[src/rtl/dpa_pkg.sv]
package dpa_pkg;
  typedef enum logic [1:0] {
    OWN_NONE  = 2'd0,
    OWN_LEFT  = 2'd1,
    OWN_RIGHT = 2'd2
  } own_e;
  localparam int unsigned PORTS = 2;
  localparam int unsigned LEFT  = 0;
  localparam int unsigned RIGHT = 1;
endpackage

[src/rtl/dpa_port_track.sv]
// Remembers where a port was one clock ago so arrival order can be judged.
module dpa_port_track #(
  parameter int unsigned ADDR_W = 15
) (
  input  logic              clk,
  input  logic              rst_n,
  input  logic              act,
  input  logic [ADDR_W-1:0] addr,
  output logic              settled
);
  logic              act_q;
  logic [ADDR_W-1:0] addr_q;

  always_ff @(posedge clk or negedge rst_n) begin
    if (!rst_n) begin
      act_q  <= 1'b0;
      addr_q <= '0;
    end else begin
      act_q  <= act;
      addr_q <= addr;
    end
  end

  // present now and already at this same word on the previous clock
  assign settled = act & act_q & (addr_q == addr);
endmodule

[src/rtl/dpa_owner_fsm.sv]
// Decides ownership of a contended word and registers the busy flags.
module dpa_owner_fsm
  import dpa_pkg::*;
(
  input  logic             clk,
  input  logic             rst_n,
  input  logic             master_mode,
  input  logic             match,
  input  logic [PORTS-1:0] settled,
  input  logic [PORTS-1:0] busy_in_n,
  output logic [PORTS-1:0] busy_n,
  output logic [PORTS-1:0] block
);
  own_e             own_q, own_d;
  logic [PORTS-1:0] busy_d;

  always_comb begin
    own_d = own_q;
    if (!master_mode || !match) begin
      own_d = OWN_NONE;
    end else if (own_q == OWN_NONE) begin
      if (settled[RIGHT] && !settled[LEFT]) own_d = OWN_RIGHT;
      else                                  own_d = OWN_LEFT;
    end
  end

  always_comb begin
    if (master_mode) begin
      busy_d[LEFT]  = (own_d != OWN_RIGHT);
      busy_d[RIGHT] = (own_d != OWN_LEFT);
      block         = ~busy_d;
    end else begin
      busy_d = busy_in_n;
      block  = ~busy_in_n | ~busy_n;
    end
  end

  always_ff @(posedge clk or negedge rst_n) begin
    if (!rst_n) begin
      own_q  <= OWN_NONE;
      busy_n <= '1;
    end else begin
      own_q  <= own_d;
      busy_n <= busy_d;
    end
  end
endmodule

[src/rtl/dpa_wr_gate.sv]
// Passes or drops one port's array write.
module dpa_wr_gate (
  input  logic clk,
  input  logic rst_n,
  input  logic act,
  input  logic wr,
  input  logic block,
  output logic go,
  output logic drop
);
  logic want;
  logic go_d, drop_d;

  always_comb begin
    want   = act & wr;
    go_d   = want & ~block;
    drop_d = want &  block;
  end

  always_ff @(posedge clk or negedge rst_n) begin
    if (!rst_n) begin
      go   <= 1'b0;
      drop <= 1'b0;
    end else begin
      go   <= go_d;
      drop <= drop_d;
    end
  end
endmodule

[src/rtl/dp_contend_arb.sv]
module dp_contend_arb
  import dpa_pkg::*;
#(
  parameter int unsigned ADDR_W = 15
) (
  input  logic              clk,
  input  logic              rst_n,
  input  logic              master_mode,
  input  logic              l_ce,
  input  logic              l_wr,
  input  logic              l_sem,
  input  logic [ADDR_W-1:0] l_addr,
  input  logic              r_ce,
  input  logic              r_wr,
  input  logic              r_sem,
  input  logic [ADDR_W-1:0] r_addr,
  input  logic              l_busy_in_n,
  input  logic              r_busy_in_n,
  output logic              l_busy_n,
  output logic              r_busy_n,
  output logic              l_wr_go,
  output logic              r_wr_go,
  output logic              l_wr_drop,
  output logic              r_wr_drop
);
  logic [PORTS-1:0]             act, wr, settled, block, go, drop, busy_n, busy_in_n;
  logic [PORTS-1:0][ADDR_W-1:0] addr;
  logic                         match;

  // array access only: semaphore-space accesses are excluded
  assign act       = {r_ce & ~r_sem, l_ce & ~l_sem};
  assign wr        = {r_wr, l_wr};
  assign addr      = {r_addr, l_addr};
  assign busy_in_n = {r_busy_in_n, l_busy_in_n};
  assign match     = act[LEFT] & act[RIGHT] & (addr[LEFT] == addr[RIGHT]);

  for (genvar p = 0; p < PORTS; p++) begin : g_port
    dpa_port_track #(.ADDR_W(ADDR_W)) i_track (
      .clk(clk), .rst_n(rst_n), .act(act[p]), .addr(addr[p]), .settled(settled[p])
    );
    dpa_wr_gate i_gate (
      .clk(clk), .rst_n(rst_n), .act(act[p]), .wr(wr[p]), .block(block[p]),
      .go(go[p]), .drop(drop[p])
    );
  end

  dpa_owner_fsm i_owner (
    .clk(clk), .rst_n(rst_n), .master_mode(master_mode), .match(match),
    .settled(settled), .busy_in_n(busy_in_n), .busy_n(busy_n), .block(block)
  );

  assign l_busy_n  = busy_n[LEFT];
  assign r_busy_n  = busy_n[RIGHT];
  assign l_wr_go   = go[LEFT];
  assign r_wr_go   = go[RIGHT];
  assign l_wr_drop = drop[LEFT];
  assign r_wr_drop = drop[RIGHT];
endmodule

[config.mk]
export PLATFORM = sky130hd
export DESIGN_NAME = dp_contend_arb
export DESIGN_NICKNAME = d
export VERILOG_FILES = /design/src/rtl/dpa_pkg.sv /design/src/rtl/dpa_port_track.sv /design/src/rtl/dpa_owner_fsm.sv /design/src/rtl/dpa_wr_gate.sv /design/src/rtl/dp_contend_arb.sv
export SDC_FILE = /design/constraint.sdc
export NUM_CORES = 1
export LEC_CHECK = 0
export BUFFER_PORTS_ARGS = -buffer_cell sky130_fd_sc_hd__buf_2
export CAP_MARGIN = 25
export CORE_MARGIN = 4
export CORE_UTILIZATION = 33
export CTS_CLUSTER_DIAMETER = 100
export DETAILED_ROUTE_END_ITERATION = 8
export PLACE_DENSITY = 0.59
export SLEW_MARGIN = 30
export SYNTH_ARGS = -nofsm -noshare
export SYNTH_HDL_FRONTEND = slang
export SYNTH_HIERARCHICAL = 1
export SYNTH_SLANG_ARGS = --single-unit
[constraint.sdc]
create_clock -name clk -period 3.6 [get_ports clk]
set_input_delay 0.72 -clock clk [delete_from_list [all_inputs] [get_ports clk]]
set_output_delay 0.72 -clock clk [all_outputs]
set_load 0.02 [all_outputs]
# == Word level (Yosys, flattened, before mapping) ==
# Cells that the tools add are included.
# classes
muxes,5
n_eq_ne,5
n_bitwise,22
reduce_logical,6
# op_table
cell,count
== test 15 bit,3
AND 1 bit,14
two-way mux 2 bit,5
inverter 2 bit,3
inverter 1 bit,4
logical NOT 1 bit,3
logical NOT 2 bit,1
"inequality test 2 x 1 -> 1 bit, second input constant",1
"inequality test 2 bit, second input constant",1
OR 2 bit,1
logical AND 1 bit,1
logical OR 1 bit,1
# totals
wordCells,48
ff_bits,40
in_bits,41

# == Logic depth before layout (Yosys ltp) ==
# depth
depth_word,14
depth_mapped,8
ltp_nobuf,8

# == Modules after synthesis ==
# The synthesis kept the hierarchy.
# by_module_without_submodules
mod,cells_each,seq_area_each_um2,area_each_um2,n_inst
dpa_port_track,37,400.4,574.3,2
dpa_owner_fsm,17,102.6,197.7,1
dp_contend_arb,23,0.0,191.4,1
dpa_wr_gate,4,50.0,66.3,2

# == Worst setup path before layout ==
# No wires, ideal clock.
# synth_path
kind,input-to-reg
start,input r_sem
end,register g_port[1].i_gate.drop
setup_ps,120
setup_slack_ps,1080
t_arrival_ps,2400
required_time_ps,3480
n_path_buf,0
cell_stages,8
path_cell_list,and2b_1 > nand2_1 > or4_1 > nor4_2 > nor3b_2 > nor2_1 > a31o_2 > and3_2
# synth_between
elab_chain_len,12
# synth_rtl
item,line_no,rtl
from (decl),dp_contend_arb.sv:15,"input logic r_sem,"
inverter 1 bit,dp_contend_arb.sv:31,"assign act = {r_ce & ~r_sem, l_ce & ~l_sem};"
AND 1 bit,dp_contend_arb.sv:31,
AND 1 bit (2 in series),dpa_port_track.sv:25,assign settled = act & act_q & (addr_q == addr);
net settled[1],dp_contend_arb.sv:26,"logic [PORTS-1:0] act, wr, settled, block, go, drop, busy_n, busy_in_n;"
logical AND 1 bit,dpa_owner_fsm.sv:22,if (settled[RIGHT] && !settled[LEFT]) own_d = OWN_RIGHT;
two-way mux 2 bit,dpa_owner_fsm.sv:22,
two-way mux 2 bit,dpa_owner_fsm.sv:21,end else if (own_q == OWN_NONE) begin
two-way mux 2 bit,dpa_owner_fsm.sv:19,if (!master_mode || !match) begin
inequality test 2 x 1 -> 1 bit,dpa_owner_fsm.sv:30,busy_d[RIGHT] = (own_d != OWN_LEFT);
inverter 2 bit,dpa_owner_fsm.sv:31,block = ~busy_d;
two-way mux 2 bit,dpa_owner_fsm.sv:28,if (master_mode) begin
net block[1],dp_contend_arb.sv:26,
AND 1 bit,dpa_wr_gate.sv:17,drop_d = want & block;
net g_port[1].i_gate.drop_d,dpa_wr_gate.sv:12,"logic go_d, drop_d;"
to (signal assigned),dpa_wr_gate.sv:26,drop <= drop_d;
to (decl),dpa_wr_gate.sv:9,output logic drop
# The timed path passes the listed nets, and every way through them passes these cells.

# == Final worst setup path ==
# layout_path
start,input r_sem
end,register g_port[1].i_gate.drop
# layout_between
elab_chain_len,12
# layout_rtl
item,line_no
inverter 1 bit,dp_contend_arb.sv:31
AND 1 bit,dp_contend_arb.sv:31
net act[1],dp_contend_arb.sv:26
AND 1 bit (2 in series),dpa_port_track.sv:25
net settled[1],dp_contend_arb.sv:26
logical AND 1 bit,dpa_owner_fsm.sv:22
two-way mux 2 bit,dpa_owner_fsm.sv:22
two-way mux 2 bit,dpa_owner_fsm.sv:21
two-way mux 2 bit,dpa_owner_fsm.sv:19
inequality test 2 x 1 -> 1 bit,dpa_owner_fsm.sv:30
inverter 2 bit,dpa_owner_fsm.sv:31
two-way mux 2 bit,dpa_owner_fsm.sv:28
net block[1],dp_contend_arb.sv:26
AND 1 bit,dpa_wr_gate.sv:17
net g_port[1].i_gate.drop_d,dpa_wr_gate.sv:12
# The timed path passes the listed nets, and every way through them passes these cells.

==> results by group <==
Outcome
  – Status: finished, final reports clean

STA
  – Fin. Hold Viols: 0
  – Max Freq: 0.4112 GHz
  – Fin Hold WS: 0.3985 ns
  – Slew Viols, Final: 0
  – Tmin final: 2.432 ns
  – Setup TNS: 0 ns
  – Tcrit/Tclk final: between 60% and 70%
  – Final setup skew: 0.007848 ns
  – Worst-margin pin slew: about 0.54 ns
  – # setup viols final: 0
  – RSZ-0062 raised after global routing: false
  – Relative slew margins: 63.76%

Detailed routing
  – Total number of vias: 1,070
  – Post-Route WL: around 3300 um
  – Vias per inst: around 4.4
  – Initial drt markers: 18
  – Wirelength per Cell: 13.62 um
  – Antenna Nets Post-Route: 0
  – First drt pass iteration count: 2
  – DRC: 0

Global route
  – Grt ovf: 0
  – GRT Util Overall: 11.53%
  – Initial antenna violation count: 0
  – First-pass GRT wire length: 5444 um
  – Pin count of the biggest net entering global routing: 41
  – Vias in the first global route: 1,168

Clock tree
  – Max clock buf depth: 2
  – CTS buffer count: 5
  – H-tree Lvls: 2
  – Post-CTS Repair Setup Buffers: 0
  – CTS tree: built
  – CTS Sinks: 40
  – Post-CTS resize count: 0
  – CTS root buf: clkbuf_8
  – CTS Hold Bufs: 0
  – Worst-Skew Late Latency: slightly below 0.3 ns
  – Clock-pin slew on the worst setup and hold paths: 0.07 ns

Synthesis
  – Post-synthesis cell count: 122
  – Syn avg cell area: 13.69 um^2
  – Predominant post-synthesis flop cell: dfrtp_1
  – Post-synth EDFFs: 0
  – Async SR Flop Fraction: between 90% and 100%
  – Largest cells by area after synthesis: dfrtp_1 (57%), xnor2_1 (20%), nand4_1 (3.7%)
  – Most numerous cell in the Yosys netlist: xnor2_1
  – Area leader, netlist: dfrtp_1
  – Yosys cell types: 24
  – Synth warn: 6
  – Synth cell count leaders: xnor2_1 (39), dfrtp_1 (38), nand4_1 (10)
  – Mapped Nets: 163
  – Register area share after synthesis: 60.07%
  – Post-Syn Area: approximately 1700 um^2
  – Synth top area share: 56.93%
  – Seq cells post-synth: 40

Floorplanning
  – FP Rows: 25
  – Die width: 79.15 um
  – IO Pins: between 40 and 50
  – Die area: 6264 um^2
  – Die height: slightly below 80 um
  – Core Region: approximately 4800 um^2
  – Starting Density: 34.68%

Final layout
  – Cell Count, Final, Fillers Out: 243
  – Reg area: 1003 um^2
  – Area delta synth->final: 24.49%
  – Nets: 216
  – Multi-input gate area: 663.1 um^2
  – Layout cells sized above 1: 38.07%
  – Filler cells: approximately 470
  – Antenna fix cells: 0

Placed design
  – Port Buffers: 46
  – Post-DP HPWL: 2651 um
  – Placer congestion estimate: 0.7724
  – Placed Cells: between 200 and 250

Pwr
  – Int Pwr: 0.6789 mW
  – Leakage: 0.8955 nW
  – Peak supply drop: roughly 0.28 mV
  – Switching power: 0.2122 mW
  – Clk network pwr share: between 30% and 40%
  – Cell Pwr Density: 428.5 nW/um^2
  – Comb pwr share: between 10% and 20%
  – Seq pwr share: 53.7%
  – Switching Share: 23.82%

Critical path
  – CP endpoint kind: flip-flop
  – RR Endpoint: g_port[1].i_gate/drop
  – Worst Path Required: 3.78 ns
  – Worst-path fanout max: 4
  – Worst path slowest cell: or4_1
  – CP max stage delay: 0.48 ns
  – Reg-to-reg startpoint: g_port[1].i_track/addr_q[0]
  – Crit Path Category: in -> reg
  – Startpoint class of the critical path: input port
  – Critical path cell sequence: buf_2, and2b_1, nand2_1, or4_1, nor4_2, nor3b_2, nor2_1, a31o_2, and3_2
  – R2R depth: 7
  – R2R Setup Slk: 1.43 ns
  – CP Data Arrival Time: 2.61 ns

Flow run
  – Max-Cap Viols: 0

Min path
  – Min-Delay Path Class: in -> async
==> power by group through the flow <==
stage | sequential (mW) | combinational [mW] | clock (mW)
floorplan | 0.490 | 0.0520 | 0
global placement | 0.487 | 0.111 | 0
detailed placement | 0.488 | 0.114 | 0
CTS | 0.479 | 0.114 | 0.314
global route | 0.481 | 0.124 | 0.334
finish | 0.479 | 0.112 | 0.301
==> placed cells by master, fill, tap and decap left out, types with 2 or more instances in the layout <==
master / synthesis / final
a21oi_1: 2 / 2
and3_2: 2 / 2
and3b_1: 2 / 2
buf_2: 0 / 45
clkbuf_8: 0 / 6
clkinv_2: 0 / 2
dfrtp_1: 38 / 38
dfstp_2: 2 / 2
nand2_1: 2 / 2
nand4_1: 10 / 10
nor2_1: 2 / 2
nor4_2: 2 / 2
o32a_1: 2 / 2
or4_1: 2 / 2
xnor2_1: 39 / 39
xor2_1: 6 / 6
==> sequential cells by signal (all words and copies together), names as in the netlist <==
name,cells
g_port.i_track/addr_q,30
g_port.i_gate/drop,2
g_port.i_gate/go,2
g_port.i_track/act_q,2
i_owner/busy_n,2
i_owner/own_q,2
==> worst max path at each step <==
stage,slack (ns),cells past startpoint,to,from
6_report,1.17,9,g_port[1].i_gate/drop,r_sem
5_1_grt,0.99,9,g_port[1].i_gate/go,r_sem
4_1_cts,1.16,9,g_port[1].i_gate/drop,r_sem
3_5_place_dp,0.85,9,g_port[1].i_gate/drop,r_sem
3_3_place_gp,0.89,9,g_port[1].i_gate/drop,r_sem
2_1_floorplan,1.08,8,g_port[1].i_gate/drop,r_sem
==> worst max-delay path: cells and delay by family <==
family	cells	cell delay, ns
and+or+nand+nor	7	1.54
AOI/OAI and AO/OA	1	0.25
buffers and inverters	1	0.10
==> area by class of cell <==
class | instances | area share, %
flip-flops and latches | 40 | 48.26
multi-input cells | 81 | 31.89
repair buffers | 46 | 11.19
well taps | 67 | 4.031
clock buffers | 6 | 3.971
clock inverters | 2 | 0.4813
inverters | 1 | 0.1805
==> metrics by stage <==
stage          setup slack (ns)  util, %  power [mW]  cell area [um^2]
2_1_floorplan             1.080        -      0.5420              1670
3_3_place_gp             0.8907    41.19      0.5983              1984
3_5_place_dp             0.8527    41.19      0.6016              1984
4_1_cts                   1.164    43.12      0.9071              2077
5_1_grt                  0.9912    43.17      0.9384              2079
6_report                  1.168    43.17      0.8911              2079
==> routing by layer <==
| layer | vias to the layer above | part of all wire (%) | track usage (%) |
|---|---|---|---|
| met5 | - | 0 | 0 |
| met4 | 0 | 1.8 | 3.780 |
| met3 | 6 | 5.6 | 4.535 |
| met2 | 28 | 50 | 19.11 |
| met1 | 513 | 43 | 13.66 |
| li1 | 523 | - | - |
==> kinds of logic (layout without fill, tap and decap cells) <==
kind of cell	after synthesis	count (layout)	share of synthesized area (%)
flops	40	40	60.07
simple gates	28	28	12.21
buf+inv	1	55	0.2245
compound gates	8	8	3.896
xor+xnor	45	45	23.60
No activity file was read; power rests on OpenSTA's default activity.
